--- config.mk ---
export PLATFORM = sky130hd
export DESIGN_NAME = aq_pwm_qualifier
export DESIGN_NICKNAME = d
export VERILOG_FILES = /design/src/rtl/aq_pkg.sv /design/src/rtl/aq_cfg_regs.sv /design/src/rtl/aq_event_resolve.sv /design/src/rtl/aq_pin_stage.sv /design/src/rtl/aq_pwm_qualifier.sv
export SDC_FILE = /design/constraint.sdc
export NUM_CORES = 1
export LEC_CHECK = 0
export BUFFER_PORTS_ARGS = -buffer_cell sky130_fd_sc_hd__buf_2
export CORE_UTILIZATION = 48
export CTS_BUF_LIST = sky130_fd_sc_hd__clkbuf_16
export DETAILED_ROUTE_END_ITERATION = 10
export HOLD_SLACK_MARGIN = 0.1
export PLACE_DENSITY = 0.7
export SETUP_SLACK_MARGIN = 0.1
export SYNTH_ARGS = -nofsm -noshare
export SYNTH_HDL_FRONTEND = slang
export SYNTH_HIERARCHICAL = 1
export SYNTH_SLANG_ARGS = --single-unit
--- constraint.sdc ---
create_clock -name clk -period 4.5 [get_ports clk]
set_input_delay 0 -clock clk [delete_from_list [all_inputs] [get_ports clk]]
set_output_delay 0 -clock clk [all_outputs]
set_load 0.1 [all_outputs]
--- src/rtl/aq_pkg.sv ---
package aq_pkg;

  typedef enum logic [1:0] {
    AQ_HOLD = 2'b00,
    AQ_LOW  = 2'b01,
    AQ_HIGH = 2'b10,
    AQ_FLIP = 2'b11
  } aq_act_e;

  localparam int AQ_FIELDS = 10;
  localparam int AQ_CFG_W  = 2 * AQ_FIELDS;
  localparam int AQ_SRCS   = 6;

  localparam int FLD_ZERO  = 0;
  localparam int FLD_PRD   = 1;
  localparam int FLD_CA_UP = 2;
  localparam int FLD_CA_DN = 3;
  localparam int FLD_CB_UP = 4;
  localparam int FLD_CB_DN = 5;
  localparam int FLD_T1_UP = 6;
  localparam int FLD_T1_DN = 7;
  localparam int FLD_T2_UP = 8;
  localparam int FLD_T2_DN = 9;

  typedef struct packed {
    logic trig1;
    logic trig2;
    logic cmpb;
    logic cmpa;
    logic prd;
    logic zero;
  } aq_evt_t;

  function automatic aq_act_e pick_field(input logic [AQ_CFG_W-1:0] cfg, input int idx);
    return aq_act_e'(cfg[2*idx +: 2]);
  endfunction

  function automatic logic apply_act(input aq_act_e act, input logic cur);
    logic nxt;
    case (act)
      AQ_LOW:  nxt = 1'b0;
      AQ_HIGH: nxt = 1'b1;
      AQ_FLIP: nxt = ~cur;
      default: nxt = cur;
    endcase
    return nxt;
  endfunction

endpackage

--- src/rtl/aq_cfg_regs.sv ---
module aq_cfg_regs #(
  parameter int NUM_OUT = 2,
  parameter int CFG_W   = aq_pkg::AQ_CFG_W,
  parameter int DATA_W  = 32,
  parameter int ADDR_W  = 1
) (
  input  logic                          clk,
  input  logic                          rst_n,
  input  logic                          wr_en,
  input  logic [ADDR_W-1:0]             addr,
  input  logic [DATA_W-1:0]             wdata,
  output logic [DATA_W-1:0]             rdata,
  input  logic                          load,
  output logic [NUM_OUT-1:0][CFG_W-1:0] active
);

  localparam int PAD_W = DATA_W - CFG_W;

  logic [NUM_OUT-1:0][CFG_W-1:0] shadow;

  for (genvar o = 0; o < NUM_OUT; o++) begin : g_out
    logic sel_w;
    assign sel_w = wr_en && (addr == ADDR_W'(o));

    always_ff @(posedge clk) begin
      if (!rst_n) begin
        shadow[o] <= '0;
        active[o] <= '0;
      end else begin
        if (load)  active[o] <= shadow[o];
        if (sel_w) shadow[o] <= wdata[CFG_W-1:0];
      end
    end

    AST_ACTIVE_HOLD: assert property (@(posedge clk) disable iff (!rst_n)
      !load |=> $stable(active[o]));
    AST_ACTIVE_COPY: assert property (@(posedge clk) disable iff (!rst_n)
      load |=> (active[o] == $past(shadow[o])));
  end

  always_comb begin
    rdata = '0;
    for (int o = 0; o < NUM_OUT; o++) begin
      if (addr == ADDR_W'(o)) rdata = {{PAD_W{1'b0}}, shadow[o]};
    end
  end

endmodule

--- src/rtl/aq_event_resolve.sv ---
module aq_event_resolve
  import aq_pkg::*;
#(
  parameter int CFG_W = AQ_CFG_W,
  parameter int NSRC  = AQ_SRCS
) (
  input  logic             clk,
  input  logic             rst_n,
  input  logic [CFG_W-1:0] cfg,
  input  aq_evt_t          evt,
  input  logic             cnt_up,
  output aq_act_e          win_act,
  output logic [NSRC-1:0]  win_sel
);

  aq_act_e        cand [NSRC];
  logic [NSRC-1:0] live;

  // candidate 0 has the highest priority
  always_comb begin
    cand[0] = pick_field(cfg, cnt_up ? FLD_T1_UP : FLD_T1_DN);
    cand[1] = pick_field(cfg, cnt_up ? FLD_T2_UP : FLD_T2_DN);
    cand[2] = pick_field(cfg, cnt_up ? FLD_CB_UP : FLD_CB_DN);
    cand[3] = pick_field(cfg, cnt_up ? FLD_CA_UP : FLD_CA_DN);
    cand[4] = pick_field(cfg, FLD_PRD);
    cand[5] = pick_field(cfg, FLD_ZERO);
  end

  assign live = {evt.zero, evt.prd, evt.cmpa, evt.cmpb, evt.trig2, evt.trig1};

  always_comb begin
    logic taken;
    taken   = 1'b0;
    win_sel = '0;
    win_act = AQ_HOLD;
    for (int i = 0; i < NSRC; i++) begin
      if (!taken && live[i] && (cand[i] != AQ_HOLD)) begin
        taken      = 1'b1;
        win_sel[i] = 1'b1;
        win_act    = cand[i];
      end
    end
  end

  AST_QUIET_HOLDS: assert property (@(posedge clk) disable iff (!rst_n)
    (live == '0) |-> (win_act == AQ_HOLD));
  AST_SEL_IS_LIVE: assert property (@(posedge clk) disable iff (!rst_n)
    ((win_sel & ~live) == '0));

endmodule

--- src/rtl/aq_pin_stage.sv ---
module aq_pin_stage
  import aq_pkg::*;
(
  input  logic    clk,
  input  logic    rst_n,
  input  aq_act_e act,
  output logic    pin
);

  always_ff @(posedge clk) begin
    if (!rst_n) pin <= 1'b0;
    else        pin <= apply_act(act, pin);
  end

  AST_HOLD_STABLE: assert property (@(posedge clk) disable iff (!rst_n)
    (act == AQ_HOLD) |=> $stable(pin));
  AST_DRIVE_LOW: assert property (@(posedge clk) disable iff (!rst_n)
    (act == AQ_LOW) |=> !pin);
  AST_DRIVE_HIGH: assert property (@(posedge clk) disable iff (!rst_n)
    (act == AQ_HIGH) |=> pin);
  AST_INVERT: assert property (@(posedge clk) disable iff (!rst_n)
    (act == AQ_FLIP) |=> (pin != $past(pin)));

endmodule

--- src/rtl/aq_pwm_qualifier.sv ---
module aq_pwm_qualifier
  import aq_pkg::*;
#(
  parameter int DATA_W = 32,
  parameter int ADDR_W = 1
) (
  input  logic              clk,
  input  logic              rst_n,
  input  logic              cnt_up,
  input  logic              ev_zero,
  input  logic              ev_period,
  input  logic              ev_cmpa,
  input  logic              ev_cmpb,
  input  logic              ev_trig1,
  input  logic              ev_trig2,
  input  logic              cfg_we,
  input  logic [ADDR_W-1:0] cfg_addr,
  input  logic [DATA_W-1:0] cfg_wdata,
  output logic [DATA_W-1:0] cfg_rdata,
  output logic              pwm_a,
  output logic              pwm_b
);

  localparam int NUM_OUT = 2;

  aq_evt_t                          evt;
  logic [NUM_OUT-1:0][AQ_CFG_W-1:0] active_cfg;
  aq_act_e                          win_act [NUM_OUT];
  logic [NUM_OUT-1:0][AQ_SRCS-1:0]  win_sel;
  logic [NUM_OUT-1:0]               pins;

  assign evt = '{trig1: ev_trig1, trig2: ev_trig2, cmpb: ev_cmpb,
                 cmpa: ev_cmpa, prd: ev_period, zero: ev_zero};

  aq_cfg_regs #(
    .NUM_OUT (NUM_OUT),
    .CFG_W   (AQ_CFG_W),
    .DATA_W  (DATA_W),
    .ADDR_W  (ADDR_W)
  ) u_regs (
    .clk    (clk),
    .rst_n  (rst_n),
    .wr_en  (cfg_we),
    .addr   (cfg_addr),
    .wdata  (cfg_wdata),
    .rdata  (cfg_rdata),
    .load   (ev_zero),
    .active (active_cfg)
  );

  for (genvar o = 0; o < NUM_OUT; o++) begin : g_chan
    aq_event_resolve #(
      .CFG_W (AQ_CFG_W),
      .NSRC  (AQ_SRCS)
    ) u_res (
      .clk     (clk),
      .rst_n   (rst_n),
      .cfg     (active_cfg[o]),
      .evt     (evt),
      .cnt_up  (cnt_up),
      .win_act (win_act[o]),
      .win_sel (win_sel[o])
    );

    aq_pin_stage u_pin (
      .clk   (clk),
      .rst_n (rst_n),
      .act   (win_act[o]),
      .pin   (pins[o])
    );
  end

  assign pwm_a = pins[0];
  assign pwm_b = pins[1];

  AST_RESET_LOW: assert property (@(posedge clk)
    !rst_n |=> (!pwm_a && !pwm_b));

endmodule

==> results.md, run 1 <==
* Outcome: finished, final reports clean
* Fill count at 717
* Slowest stage delay, CP at 0.41 ns
* CP Capture Type: flip-flop
* FP Rows at 33
* Hold Vio Cnt, Final at 0
* Vias in the first global route at 2953
* Crit path DAT at about 2.1 ns
* Number of setup buffers added after CTS at 0
* Cells after synthesis at 407
* Crit Path Class: flip-flop to flip-flop
* Via Count at 3008
* Initial antenna violation count at 0
* Total GRT Usage at 20.2%
* Worst EP required at 4.76 ns
* Worst reg2reg startpoint: u_regs/active[36]
* Final nets at 512
* Worst path top cell family by delay: simple AND/OR/NAND/NOR gates
* Total Power at about 1900 uW
* Power per cell area at 390 nW/um2
* Final setup fails at 0
* Synthesized cell area at 4150 um2
* Hold_sp: ev_zero
* Routed length per instance at 14.6 um
* Min Hold Slack at 0.303 ns
* Largest net degree at the start of global routing at 103
* FF-to-FF End: g_chan[1].u_pin/pin
* Lkg Pwr at ~0.0021 uW
* Area Overhead vs Synth at 18.0%
* Layout cells sized above 1 at between 20% and 30%
* Core Area at 8300 um2
* Hold depth at 3
* Max rail drop VDD at 0.283 mV
* Via density at 5.20
* Number of port buffers at 52
* H-tree Lvls at 3
* Iteration-0 DRC Markers at between 100 and 150
* Clock tree buffer depth at 2
* CP startpoint kind: flip-flop
* Worst Skew at between 0.006 and 0.007 ns
* Syn_area_per_cell at 10.2 um2
* Relative slew slack at between 40% and 50%
* Total congestion overflow at 0
* Initial Utilization at about half
* DRC viols at 0
* Die Ht at 95.0 um
* WP buf/inv at 0
* Flop2flop setup slack at 2.65 ns
* Final period util at a little over 40%
* Top fanout value on the critical path at 4
* Top Ports at between 70 and 80
* R2R cell count at 7
* Fmax at 541 MHz
* Critical path origin: u_regs/active[36]
* DRT Pass-1 Iters at 4
* Total CTS buffers at 9
* Clk root buf: clkbuf_16
* Global placement routability congestion at 0.764
* Post-DP HPWL at 5500 um
* Worst Hold Path EP: u_regs/active[1]
* # diodes at 0
* Full die area at 9020 um2
* Clock Latency Late Sink at 0.33 ns
* Die Width at around 95 um
* Yosys warning total at 6
* Final Slew Violations at 0
* Least-Margin Pin Slew at 0.856 ns
* Sink Count at 82
* Maximum capacitance violations at 0
* # hold bufs at CTS at 20
* RSZ-0062 raised after global routing: false
* Minimum clock period at 1.85 ns
* ANT nets after route at 0
* Worst path slowest cell: or3b_1
* Hold WC Path Type: primary input to flip-flop
* Post-CTS resize count at 0
* Routed WL at 8440 um
* Setup TNS at 0 ns
* Worst-path cell chain: or3b_1, o311ai_1, nand4b_4, nor3b_2, a221o_1, nand2b_4, a21boi_2
* Clock-pin slew on the worst setup and hold paths at roughly 0.060 ns
* TritonCTS clock tree: built
* First-pass GRT wire length at 14000 um
## stage by stage
step	cells	instance area (um2)	util (%)	setup WS [ns]
floorplan	418	4190	-	2.83
global placement	543	4360	52.6	2.50
detailed placement	543	4360	52.6	2.45
CTS	579	4900	59.0	2.65
global route	579	4900	59.0	2.54
finish	579	4900	59.0	2.65
## power breakdown
group	internal (uW)	switching, uW	leakage (uW)
registers	755	23.3	0.000668
logic	100	218	0.00126
clock network	536	277	0.000162
total	1390	518	0.00209
## registers in the layout, indices dropped and copies added (netlist names)
name / flops
u_regs/active: 40
u_regs/shadow: 40
g_chan.u_pin/pin: 2
## layout by cell type, fill, tap and decap left out, types with 3 or more instances in the layout
cell type	count
mux2i_1	86
nand2b_1	4
nor3_1	4
nor2b_1	40
o21ai_0	4
o311ai_1	4
o311a_2	4
mux2_2	30
conb_1	12
buf_4	4
inv_1	3
or3b_1	6
buf_2	52
dlygate4sd3_1	20
nand2_1	64
dfxtp_1	82
clkbuf_16	9
a31oi_1	4
bufinv_16	3
## area by class of cell
type	count	area, um2	share of cell area [%]
Clock buffer	9	225	4.60
Clock inverter	7	109	2.22
Inverter	2	7.51	0.153
Multi-Input combinational cell	298	2290	46.8
Sequential cell	82	1640	33.5
Tap cell	105	131	2.68
Timing Repair Buffer	76	490	10.0
## worst min-delay path: stages
cell and delay (ns):
buf_2 0.30, mux2i_1 0.19, nor2b_1 0.10
## per-layer routing
metal	global-route usage [%]	vias up	routed length (um)
met2	34.2	51	4140
li1	-	1536	-
met1	25.4	1415	3980
met3	3.30	6	219
met5	0	-	0
met4	8.33	0	90
## how the worst max path moves through the flow
stage | slack [ns] | depth (start not counted) | end
final | 2.65 | 7 | g_chan[1].u_pin/pin
after CTS | 2.65 | 7 | g_chan[1].u_pin/pin
after global placement | 2.50 | 8 | g_chan[1].u_pin/pin
after floorplan | 2.83 | 7 | g_chan[0].u_pin/pin
after detailed placement | 2.45 | 8 | g_chan[1].u_pin/pin
after global routing | 2.54 | 7 | g_chan[1].u_pin/pin
Power figures use the tool's default switching activity.
==> run 2: changes to the inputs <==
--- a/config.mk
+++ b/config.mk
@@ -10,7 +10,7 @@
 export CTS_BUF_LIST = sky130_fd_sc_hd__clkbuf_16
 export DETAILED_ROUTE_END_ITERATION = 10
 export HOLD_SLACK_MARGIN = 0.1
-export PLACE_DENSITY = 0.7
+export PLACE_DENSITY = 0.73
 export SETUP_SLACK_MARGIN = 0.1
 export SYNTH_ARGS = -nofsm -noshare
 export SYNTH_HDL_FRONTEND = slang
==> constraint.sdc (replaced) <==
create_clock -name clk -period 1.63 [get_ports clk]
set_input_delay 0 -clock clk [delete_from_list [all_inputs] [get_ports clk]]
set_output_delay 0 -clock clk [all_outputs]
set_load 0.1 [all_outputs]
==> results.md, run 2 (synthesis results as in run 1) <==
* Lkg Pwr at 0.00227 uW (was 0.00209 uW)
* CP Capture Type: flip-flop (unchanged)
* Clock Latency Late Sink at 0.33 ns (about the same)
* Final setup fails at 2 (was 0)
* Top fanout value on the critical path at 4 (unchanged)
* Final nets at 542 (was 512)
* Hold Vio Cnt, Final at 0 (unchanged)
* Clock-pin slew on the worst setup and hold paths at 0.06 ns (about the same)
* H-tree Lvls at 3 (unchanged)
* Die Ht at 95.0 um (unchanged)
* Crit path DAT at 2.04 ns (was 2.11 ns)
* Iteration-0 DRC Markers at 103 (was 145)
* Core Area at 8300 um2 (unchanged)
* First-pass GRT wire length at 14700 um (was 14000 um)
* Worst EP required at 1.90 ns (was 4.76 ns)
* Commonest non-fill, non-tap cell in the layout: mux2i_1 (unchanged)
* Largest net degree at the start of global routing at 103 (unchanged)
* # diodes at 0 (unchanged)
* Final period util at 109% (was 41.0%)
* Worst Skew at 0.00429 ns (was 0.00684 ns)
* Minimum clock period at 1.78 ns (was 1.85 ns)
* Placed cells at 573 (was 543)
* Failing checks: setup timing
* Initial Utilization at 50.0% (unchanged)
* Fmax at 563 MHz (was 541 MHz)
* R2R cell count at 8 (was 7)
* Largest regs: u_regs/active: 40 flops, u_regs/shadow: 40 flops, g_chan.u_pin/pin: 2 flops (unchanged)
* Full die area at 9020 um2 (unchanged)
* Flop2flop setup slack at -0.15 ns (was 2.65 ns)
* Outcome: complete, but fails checks (was finished, final reports clean)
* Global placement routability congestion at 0.790 (was 0.764)
* Clk root buf: clkbuf_16 (unchanged)
* CP startpoint kind: flip-flop (unchanged)
* Routed length per instance at 14.6 um (about the same)
* DRT Pass-1 Iters at 4 (unchanged)
* Vias in the first global route at 3083 (was 2953)
* ANT nets after route at 0 (unchanged)
* Number of setup buffers added after CTS at 0 (unchanged)
* Maximum capacitance violations at 0 (unchanged)
* Hold WC Path Type: primary input to flip-flop (unchanged)
* Layout cells sized above 1 at 32.1% (was 24.1%)
* Crit Path Class: flip-flop to flip-flop (unchanged)
* Via Count at 3143 (was 3008)
* Via density at 5.16 (was 5.20)
* FP Rows at 33 (unchanged)
* Sink Count at 82 (unchanged)
* Post-DP HPWL at 6110 um (was 5500 um)
* Max rail drop VDD at 0.540 mV (was 0.283 mV)
* Most frequent cells in the layout: mux2i_1, dfxtp_1, nand2_1, buf_2, nor2b_1 (unchanged)
* Total GRT Usage at 21.1% (was 20.2%)
* Total CTS buffers at 9 (unchanged)
* Power per cell area at 996 nW/um2 (was 390 nW/um2)
* Non-Filler Instances at 609 (was 579)
* DRC viols at 0 (unchanged)
* Fin worst setup slack at -0.145 ns (was 2.65 ns)
* Final Slew Violations at 0 (unchanged)
* TritonCTS clock tree: built (unchanged)
* Slowest stage delay, CP at 0.39 ns (was 0.41 ns)
* FF-to-FF End: g_chan[0].u_pin/pin (was g_chan[1].u_pin/pin)
* Worst reg2reg startpoint: u_regs/active[5] (was u_regs/active[36])
* Die Width at 95.0 um (unchanged)
* End of the critical path: g_chan[0].u_pin/pin (was g_chan[1].u_pin/pin)
* Clock tree buffer depth at 2 (unchanged)
* Area Overhead vs Synth at 25.7% (was 18.0%)
* Core Util, Final at 62.9% (was 59.0%)
* Critical path origin: u_regs/active[5] (was u_regs/active[36])
* Number of port buffers at 52 (unchanged)
* Routed WL at 8910 um (was 8440 um)
* RSZ-0062 raised after global routing: true (was false)
* Top Ports at 77 (unchanged)
* Initial antenna violation count at 0 (unchanged)
* Worst-path cell chain: or3b_4, o311ai_2, buf_4, nand4b_4, nor3b_4, a221o_1, nand2b_4, a21boi_2 (was or3b_1, o311ai_1, nand4b_4, nor3b_2, a221o_1, nand2b_4, a21boi_2)
* Total congestion overflow at 0 (unchanged)
* Worst path slowest cell: or3b_4 (was or3b_1)
[run 2: report_power, final]
group	switching, uW	internal (uW)	total [uW]
Combinational	621	327	948
Clock	772	1320	2100
Sequential	64.8	2090	2150
[run 2: cell type report]
type	count	area, um2
clock buffers	9	225
clock inverters	7	85.1
fillers	675	3080
inverters	2	7.51
multi-input cells	298	2350
flip-flops and latches	82	1650
well taps	105	131
repair buffers	106	766
[run 2: worst min path at each step]
stage / from / to / depth (start not counted)
after global placement: cfg_wdata[13] / u_regs/shadow[33] / 3
after detailed placement: cfg_wdata[6] / u_regs/shadow[26] / 3
after CTS: rst_n / u_regs/shadow[4] / 4
after floorplan: rst_n / g_chan[0].u_pin/pin / 1
after global routing: rst_n / u_regs/active[4] / 3
final: rst_n / u_regs/shadow[22] / 4
[run 2: worst max-delay path, delay by kind of cell, from the launching register on]
| family | cells | cell delay (ns) |
|---|---|---|
| buf+inv | 1 | 0.16 |
| compound gates | 3 | 0.40 |
| flops | 1 | 0.32 |
| simple gates | 4 | 0.83 |
[run 2: what timing repair did]
action	in CTS	in global routing
endpoints found under the hold margin	40	0
endpoints found under the setup margin	2	2
pin swaps	0	4
resized for setup	1	9
hold buffers	20	0
[run 2: through the flow]
step	TNS [ns]	hold WS, ns	power [uW]	cell area, um2	worst slack [ns]
after floorplan	0	0.150	2930	4220	0.0145
after global placement	-0.174	0.271	3080	4670	-0.0909
after detailed placement	-0.281	0.282	3090	4670	-0.141
after CTS	-0.241	0.215	5210	5180	-0.136
after global routing	-0.424	0.236	5360	5220	-0.221
final	-0.267	0.203	5190	5220	-0.145
[run 2: metal layers]
layer  track usage (%)  share of wire [%]
met2              36.8                 49
met1              26.2                 47
met5                 0                  0
met4              6.44               0.83
met3              3.78                3.2
==> run 3: changes to the inputs <==
--- a/config.mk
+++ b/config.mk
@@ -6,6 +6,7 @@
 export NUM_CORES = 1
 export LEC_CHECK = 0
 export BUFFER_PORTS_ARGS = -buffer_cell sky130_fd_sc_hd__buf_2
+export CORE_ASPECT_RATIO = 1.2
 export CORE_UTILIZATION = 48
 export CTS_BUF_LIST = sky130_fd_sc_hd__clkbuf_16
 export DETAILED_ROUTE_END_ITERATION = 10
==> results.md, run 3 (synthesis results as in run 1) <==
* Commonest non-fill, non-tap cell in the layout: mux2i_1 (unchanged)
* Area Overhead vs Synth at 25.7% (about the same)
* Flop2flop setup slack at -0.14 ns (was -0.15 ns)
* CP startpoint kind: flip-flop (unchanged)
* DRT Pass-1 Iters at 4 (unchanged)
* Clock Latency Late Sink at 0.33 ns (about the same)
* Sink Count at 82 (unchanged)
* Worst Hold Path EP: u_regs/shadow[3] (was u_regs/shadow[22])
* Minimum clock period at 1.77 ns (was 1.78 ns)
* Final setup fails at 2 (unchanged)
* FP Rows at 36 (was 33)
* WP buf/inv at 0 (was 1)
* RSZ-0062 raised after global routing: true (unchanged)
* Initial Utilization at 50.3% (was 50.0%)
* Post-placement cell area at 4640 um2 (was 4670 um2)
* Number of port buffers at 52 (unchanged)
* Fmax at 565 MHz (was 563 MHz)
* Worst Skew at 0.00466 ns (was 0.00429 ns)
* Worst path slowest cell: or4_1 (was or3b_4)
* Routed WL at 8820 um (was 8910 um)
* Outcome: complete, but fails checks (unchanged)
* Top fanout value on the critical path at 4 (unchanged)
* Non-Filler Instances at 613 (was 609)
* Largest regs: u_regs/active: 40 flops, u_regs/shadow: 40 flops, g_chan.u_pin/pin: 2 flops (unchanged)
* # diodes at 0 (unchanged)
* Layout cells sized above 1 at 31.9% (was 32.1%)
* Top Ports at 77 (unchanged)
* Total GRT Usage at 20.4% (was 21.1%)
* Crit path DAT at 2.00 ns (was 2.04 ns)
* TritonCTS clock tree: built (unchanged)
* Lkg Pwr at 0.00225 uW (was 0.00227 uW)
* Maximum capacitance violations at 0 (unchanged)
* ANT nets after route at 0 (unchanged)
* Global placement routability congestion at 0.831 (was 0.790)
* Core Area at 8240 um2 (was 8300 um2)
* Most frequent cells in the layout: mux2i_1, dfxtp_1, nand2_1, buf_2, nor2b_1 (unchanged)
* Clock-pin slew on the worst setup and hold paths at 0.06 ns (about the same)
* Hold Vio Cnt, Final at 0 (unchanged)
* Routed length per instance at 14.4 um (was 14.6 um)
* Total congestion overflow at 0 (unchanged)
* R2R cell count at 7 (was 8)
* Hold depth at 4 (unchanged)
* Largest net degree at the start of global routing at 103 (unchanged)
* Die Width at 86.9 um (was 95.0 um)
* Hold WC Path Type: primary input to flip-flop (unchanged)
* Final nets at 537 (was 542)
* Worst reg2reg startpoint: u_regs/active[8] (was u_regs/active[5])
* CP Capture Type: flip-flop (unchanged)
* Worst slack, placed at -0.139 ns (was -0.141 ns)
* Via Count at 3113 (was 3143)
* Via density at 5.08 (was 5.16)
* DRC viols at 0 (unchanged)
* Crit Path Class: flip-flop to flip-flop (unchanged)
* FF-to-FF End: g_chan[0].u_pin/pin (unchanged)
* Power per cell area at 957 nW/um2 (was 996 nW/um2)
* Clk root buf: clkbuf_16 (unchanged)
* Worst path top cell family by delay: simple AND/OR/NAND/NOR gates (unchanged)
* Failing checks: setup timing (unchanged)
* Worst-path cell chain: nor3b_2, or4_1, a211o_1, o211a_1, o2bb2ai_1, nand2b_4, a21boi_2 (was or3b_4, o311ai_2, buf_4, nand4b_4, nor3b_4, a221o_1, nand2b_4, a21boi_2)
* Total Power at 5000 uW (was 5190 uW)
* Hold_sp: rst_n (unchanged)
* Iteration-0 DRC Markers at 101 (was 103)
* Clock tree buffer depth at 2 (unchanged)
* Fin worst setup slack at -0.140 ns (was -0.145 ns)
* Final Slew Violations at 0 (unchanged)
* Worst EP required at 1.86 ns (was 1.90 ns)
* Full die area at 9020 um2 (about the same)
* Total CTS buffers at 9 (unchanged)
* Slowest stage delay, CP at 0.51 ns (was 0.39 ns)
* Placed cells at 577 (was 573)
* H-tree Lvls at 3 (unchanged)
* Core Util, Final at 63.3% (was 62.9%)
* Final period util at 109% (about the same)
* Post-DP HPWL at 5870 um (was 6110 um)
* Vias in the first global route at 3059 (was 3083)
* First-pass GRT wire length at 14500 um (was 14700 um)
* Die Ht at 104 um (was 95.0 um)
* Final std cell area, no fill at 5220 um2 (about the same)
* Initial antenna violation count at 0 (unchanged)
* Max rail drop VDD at 0.591 mV (was 0.540 mV)
-- run 3: changes by cell type in the layout (fill, tap and decap cells not counted), sizes merged --
cell      change
clkinvlp      -1
buf           -5
bufinv        -1
inv           +2
-- run 3: repair_timing --
action	in CTS	in global routing
setup endpoints to repair	2	2
gates resized for setup	11	9
buffers inserted	0	0
hold buffers	20	0
endpoints found under the hold margin	40	0
pin swaps	8	3
gates cloned	0	0
-- run 3: report_power, final --
group	internal, uW	leakage [uW]	switching (uW)
Combinational	332	0.00143	621
Clock	1150	0.000148	735
Sequential	2090	0.000672	67.5
Total	3570	0.00225	1420
-- run 3: how the worst max path moves through the flow --
stage | from | end | slack, ns | cells past startpoint
6_report | u_regs/active[8] | g_chan[0].u_pin/pin | -0.14 | 7
5_1_grt | u_regs/active[8] | g_chan[0].u_pin/pin | -0.19 | 7
4_1_cts | u_regs/active[32] | g_chan[1].u_pin/pin | -0.10 | 7
3_5_place_dp | cnt_up | g_chan[1].u_pin/pin | -0.14 | 8
3_3_place_gp | cnt_up | g_chan[1].u_pin/pin | -0.1 | 8
2_1_floorplan | u_regs/active[9] | g_chan[0].u_pin/pin | 0.01 | 7
-- run 3: layout make-up --
type                            instances  area, um2
Inverter                                2       7.51
Sequential cell                        82       1650
Clock buffer                            9        225
Timing Repair Buffer                  101        728
Clock inverter                          7       53.8
Tap cell                              114        143
Fill cell                             674       3020
Multi-Input combinational cell        298       2410
-- run 3: tightest hold or removal path, cell delays in order --
cell and delay, ns:
buf_2 0.11, buf_12 0.20, nand2_1 0.10, mux2i_1 0.05
-- run 3: metrics by stage --
| stage | hold WS, ns | TNS, ns |
|---|---|---|
| after floorplan | 0.150 | 0 |
| after CTS | 0.205 | -0.195 |
| after detailed placement | 0.284 | -0.259 |
| after global routing | 0.241 | -0.348 |
| after global placement | 0.273 | -0.192 |
| final | 0.202 | -0.243 |
-- run 3: per-layer routing --
layer	global-route usage, %	share of wire (%)
met5	0	0
met4	8.69	1.6
met1	24.9	45
met2	34.5	50
met3	3.73	3.3
